## src/rtl/mpwm_pkg.sv

```systemverilog
// Shared definitions for the multiphase PWM sequencer.
// Assumes: two-bit three-level output encoding used by all modules.
package mpwm_pkg;
    typedef enum logic [1:0] {
        LVL_LO  = 2'b00,
        LVL_HI  = 2'b01,
        LVL_MID = 2'b10
    } lvl_e;
endpackage

```

## src/rtl/mpwm_strap_dec.sv

```systemverilog
// Decodes the phase-count strap into the number of active phases.
// Assumes: straps tie the top outputs high contiguously; bit 0 is never a strap.
module mpwm_strap_dec #(
    parameter int MAX_PH = 6,
    localparam int NW    = $clog2(MAX_PH + 1)
) (
    input  logic [MAX_PH-1:0] strap_i,
    output logic [NW-1:0]     n_act_o
);
    // Count contiguous tied-high bits from the top, stopping at bit 1.
    always_comb begin
        logic         run;
        logic [NW-1:0] tied;
        run  = 1'b1;
        tied = '0;
        for (int i = MAX_PH - 1; i >= 1; i--) begin
            if (run && strap_i[i]) tied = tied + 1'b1;
            else                   run  = 1'b0;
        end
        n_act_o = NW'(MAX_PH) - tied;
    end
endmodule

```

## src/rtl/mpwm_slot_gen.sv

```systemverilog
// Shared period counter and per-phase start strobes.
// Assumes: period_i >= MAX_PH and n_act_i in 1..MAX_PH; phase k starts at
// k*floor(period/N), so the last phase absorbs the remainder.
module mpwm_slot_gen #(
    parameter int MAX_PH = 6,
    parameter int CNT_W  = 12,
    localparam int NW    = $clog2(MAX_PH + 1)
) (
    input  logic              clk,
    input  logic              rst_n,
    input  logic [CNT_W-1:0]  period_i,
    input  logic [NW-1:0]     n_act_i,
    output logic [CNT_W-1:0]  cnt_o,
    output logic [MAX_PH-1:0] start_o
);
    logic [CNT_W-1:0] cnt_q;
    logic [CNT_W-1:0] step;

    // Wrap the period counter at period-1.
    always_ff @(posedge clk) begin
        if (!rst_n)                              cnt_q <= '0;
        else if (cnt_q >= period_i - 1'b1)       cnt_q <= '0;
        else                                     cnt_q <= cnt_q + 1'b1;
    end

    // Spacing between consecutive phase starts.
    always_comb step = period_i / CNT_W'(n_act_i);

    for (genvar k = 0; k < MAX_PH; k++) begin : g_start
        logic [CNT_W-1:0] offset;
        // Offset of this phase inside the period.
        always_comb offset = CNT_W'(k) * step;
        // Strobe the start when the counter reaches the offset.
        always_comb start_o[k] = (NW'(k) < n_act_i) && (cnt_q == offset);
    end

    assign cnt_o = cnt_q;
endmodule

```

## src/rtl/mpwm_phase_drv.sv

```systemverilog
// One phase: pulse timer loaded with the duty at its own start, plus level select.
// Assumes: start_i lasts one clock per period; idle code 2'b11 maps to mid-level.
module mpwm_phase_drv
    import mpwm_pkg::*;
#(
    parameter int CNT_W = 12
) (
    input  logic             clk,
    input  logic             rst_n,
    input  logic             start_i,
    input  logic [CNT_W-1:0] duty_i,
    input  logic             active_i,
    input  logic             en_i,
    input  logic [1:0]       idle_i,
    output logic [1:0]       lvl_o
);
    logic [CNT_W-1:0] rem_q;

    // Load the duty at start, otherwise count the pulse down.
    always_ff @(posedge clk) begin
        if (!rst_n)           rem_q <= '0;
        else if (start_i)     rem_q <= duty_i;
        else if (rem_q != '0) rem_q <= rem_q - 1'b1;
    end

    // Pick the output level: unused, masked, or pulsing.
    always_comb begin
        if (!active_i)             lvl_o = LVL_MID;
        else if (!en_i)            lvl_o = (idle_i == 2'b11) ? LVL_MID : idle_i;
        else if (rem_q != '0)      lvl_o = LVL_HI;
        else                       lvl_o = LVL_LO;
    end
endmodule

```

## src/rtl/mpwm_seq.sv

```systemverilog
// Top: interleaved multiphase PWM sequencer with strap-derived phase count.
// Assumes: period_i >= MAX_PH; inputs synchronous to clk.
module mpwm_seq #(
    parameter int MAX_PH = 6,
    parameter int CNT_W  = 12
) (
    input  logic                  clk,
    input  logic                  rst_n,
    input  logic [CNT_W-1:0]      period_i,
    input  logic [CNT_W-1:0]      duty_i,
    input  logic [MAX_PH-1:0]     strap_i,
    input  logic [MAX_PH-1:0]     en_i,
    input  logic [2*MAX_PH-1:0]   idle_lvl_i,
    output logic [2*MAX_PH-1:0]   pwm_o
);
    localparam int NW = $clog2(MAX_PH + 1);

    logic [NW-1:0]     n_act;
    logic [CNT_W-1:0]  cnt;
    logic [MAX_PH-1:0] start;

    mpwm_strap_dec #(.MAX_PH(MAX_PH)) dec_i (
        .strap_i (strap_i),
        .n_act_o (n_act)
    );

    mpwm_slot_gen #(.MAX_PH(MAX_PH), .CNT_W(CNT_W)) slot_i (
        .clk      (clk),
        .rst_n    (rst_n),
        .period_i (period_i),
        .n_act_i  (n_act),
        .cnt_o    (cnt),
        .start_o  (start)
    );

    for (genvar k = 0; k < MAX_PH; k++) begin : g_ph
        logic act;
        // Phase is in use when its index is below the strapped count.
        always_comb act = NW'(k) < n_act;
        mpwm_phase_drv #(.CNT_W(CNT_W)) drv_i (
            .clk      (clk),
            .rst_n    (rst_n),
            .start_i  (start[k]),
            .duty_i   (duty_i),
            .active_i (act),
            .en_i     (en_i[k]),
            .idle_i   (idle_lvl_i[2*k +: 2]),
            .lvl_o    (pwm_o[2*k +: 2])
        );
    end
endmodule

```

## config.mk

```make
export PLATFORM = sky130hd
export DESIGN_NAME = mpwm_seq
export DESIGN_NICKNAME = d
export VERILOG_FILES = /design/src/rtl/mpwm_pkg.sv /design/src/rtl/mpwm_strap_dec.sv /design/src/rtl/mpwm_slot_gen.sv /design/src/rtl/mpwm_phase_drv.sv /design/src/rtl/mpwm_seq.sv
export SDC_FILE = /design/constraint.sdc
export NUM_CORES = 1
export LEC_CHECK = 0
export ABC_CLOCK_PERIOD_IN_PS = 25500
export BUFFER_PORTS_ARGS = -buffer_cell sky130_fd_sc_hd__buf_2
export CORE_MARGIN = 3
export CORE_UTILIZATION = 50
export CTS_CLUSTER_SIZE = 14
export DETAILED_ROUTE_END_ITERATION = 10
export GPL_ROUTABILITY_DRIVEN = 0
export GPL_TIMING_DRIVEN = 0
export PLACE_DENSITY = 0.69
export SYNTH_ARGS = -nofsm -noshare
export SYNTH_HDL_FRONTEND = slang
export SYNTH_SLANG_ARGS = --single-unit
```

## constraint.sdc

```tcl
create_clock -name clk -period 25.5 [get_ports clk]
set_input_delay 0 -clock clk [delete_from_list [all_inputs] [get_ports clk]]
set_output_delay 0 -clock clk [all_outputs]
set_load 0.01 [all_outputs]
```

==> metrics.yaml <==
status: "finished clean"
fin_crit_sh: 0.935
finalNonFillerCells: 1498
die_x_um: 143
antenna_found_initial: 0
numCtsBuffers: 9
synthToLayoutAreaGrowth_pct: 13.4
portBuffers: 60
worst_clock_skew_ns: 0.00698
fin_crit_ns: 23.84
antenna_left: 0
yosys-top-cells-area: "dfxtp_1 (18%), ha_1 (11%), xnor2_1 (10%)"
die_h_um: 143
yosysUniqueCellTypes: 93
grt_pass1_wl_mm: 40.0
fin_ws_ns: 1.66
yosysWarningCount: 0
synth.avg_cell_area_sq_um: 8.06
syn_area_sq_mm: 0.00943
dr_total_vias: 8689
netlist_instances: 1169
regArea_sq_mm: 0.00168
diodes: 0
critPathMostFrequentCell: "ha_1"
core_area_sq_mm: 0.0182
max_stage_delay_ns: 0.50
ys_seq_area_frac: 0.178
final_nets: 1402
grt.total_usage: 0.239
die-area_sq_mm: 0.0205
clk-insertion-delay-late_ns: 0.35
fin_area_sq_mm: 0.0107
wl_per_cell_um: 16.8
fin_util: 0.587
crit_arrival_ns: 24.06
pin_count: 62
cts.sinks: 84
via_per_inst: 5.80
drt_iter0_markers: 563
drive_above_1_share: 0.141
drc: 0
synth_area_leader_cell: "dfxtp_1"
critical_path.slowest_cell: "or4_4"
synth_top_area_frac: 0.178
synthFlopType: "dfxtp_1"
initial_utilization: 0.518
hold_viol: 0
clk_pin_slew_ns: 0.06
finalMaxSlewViolations: 0
cap_violations: 0
dpl_cell_area_sq_mm: 0.0100
nFillCells: 1648
routed_wirelength_mm: 25.1
worst_pin_slew_ns: 0.860
cp-start-kind: "input pin"
cts_tree: "built"
grt_pass1_vias: 7814
end_kind: "flip-flop"
num_rows: 49
synth_edf_count: 0
drt_pass1_iterations: 5
layout_commonest_cell: "xnor2_1"
required_ns: 25.72
layout_common_cells: "xnor2_1 (108), nand2_1 (93), nor2_1 (92)"
crit_type: "input pin to flip-flop"
overflow: 0
slew_headroom: 0.422
finalSetupViolations: 0
ys_ff_latch: 84
syn_nets: 1307
synthArstFlopShare: 0
fmax_mhz: 41.9
preCtsSetupSlack_ns: -1.85
clockBufferDepth: 2
multi_input_area_sq_mm: 0.00744
cts-root-buf: "clkbuf_16"
place_hpwl_mm: 18.9
h-tree-depth: 3
crit_fanout: 13
numPlacedInstances: 1459
grt_max_degree: 20
min_path_type: "input pin to flip-flop"
sequential cells by signal, summed over array words and instances, names as in the netlist:
register,count
g_ph.drv_i.rem_q,72
slot_i.cnt_o,12
synthesized netlist by cell type, drive strengths merged (4+ instances only):
library cell	instances
a2111oi	9
a211o	4
a211oi	4
a21boi	4
a21o	16
a21oi	46
a31oi	4
and2	15
and3	10
buf	14
clkbuf	33
clkinv	4
dfxtp	84
ha	86
inv	49
mux2	10
mux2i	78
nand2	94
nand2b	22
nand3	51
nand3b	4
nand4	15
nor2	95
nor2b	18
nor3	48
nor3b	9
nor4	14
o211a	4
o211ai	13
o21a	15
o21ai	43
o21bai	6
o221ai	4
o31ai	5
or2	9
or3	36
or4	5
xnor2	108
xor2	42
worst paths after layout:
kind                   startpoint                      to  slack, ns  cells after the start
setup / recovery       strap_i[3]  g_ph[5].drv_i.rem_q[9]       1.66                    124
hold / removal              rst_n         slot_i.cnt_o[2]       0.08                      3
setup reg to reg  slot_i.cnt_o[0]        slot_i.cnt_o[10]      22.09                     19
hold reg to reg   slot_i.cnt_o[0]         slot_i.cnt_o[0]       0.58                      1
final cells by class:
type | instances | share of cell area
repair buffers | 84 | 0.0484
well taps | 229 | 0.0268
inverters | 53 | 0.0199
flip-flops and latches | 84 | 0.157
clock buffers | 10 | 0.0214
plain buffers | 47 | 0.0221
multi-input cells | 985 | 0.696
clock inverters | 6 | 0.00819
metrics by stage:
stage | hold slack [ns] | setup TNS (ns)
finish | 0.0757 | 0
global route | 0.0932 | -2.29
CTS | 0.0682 | 0
global placement | 0.270 | -81.90
detailed placement | 0.272 | -42.24
floorplan | 0.102 | 0
cell families after synthesis:
logic type                 Yosys count  share of synthesized area
muxes                               88                     0.0992
buffers and inverters              100                     0.0469
adders and majority gates           88                      0.118
DFF                                 84                      0.178
xor gates and xnor gates           150                      0.139
and+or+nand+nor                    451                      0.247
AOI/OAI and AO/OA                  208                      0.171
per-layer routing:
metal | track usage | vias up | part of all wire
met2 | 0.374 | 229 | 0.44
met1 | 0.358 | 4055 | 0.50
li1 | - | 4381 | -
met4 | 0.0367 | 0 | 0.011
met5 | 0 | - | 0
met3 | 0.0333 | 24 | 0.049
worst max-delay path, delay by kind of cell:
family / cells / cell delay, ns
buffers and inverters: 17 / 2.90
AO/OA/AOI/OAI: 45 / 8.19
adder cells (fa/ha/maj): 17 / 4.91
XOR/XNOR: 1 / 0.10
AND/OR/NAND/NOR: 36 / 5.88
multiplexers: 8 / 2.05
timing repair:
action	in CTS	in global routing
buffers inserted	0	11
pin swaps	0	6
endpoints found under the hold margin	12	0
setup endpoints to repair	24	37
hold buffers	12	0
gates resized for setup	15	22
Power is not shown: default switching activity piles up to over one toggle a cycle in this logic, so the estimate is an artifact.
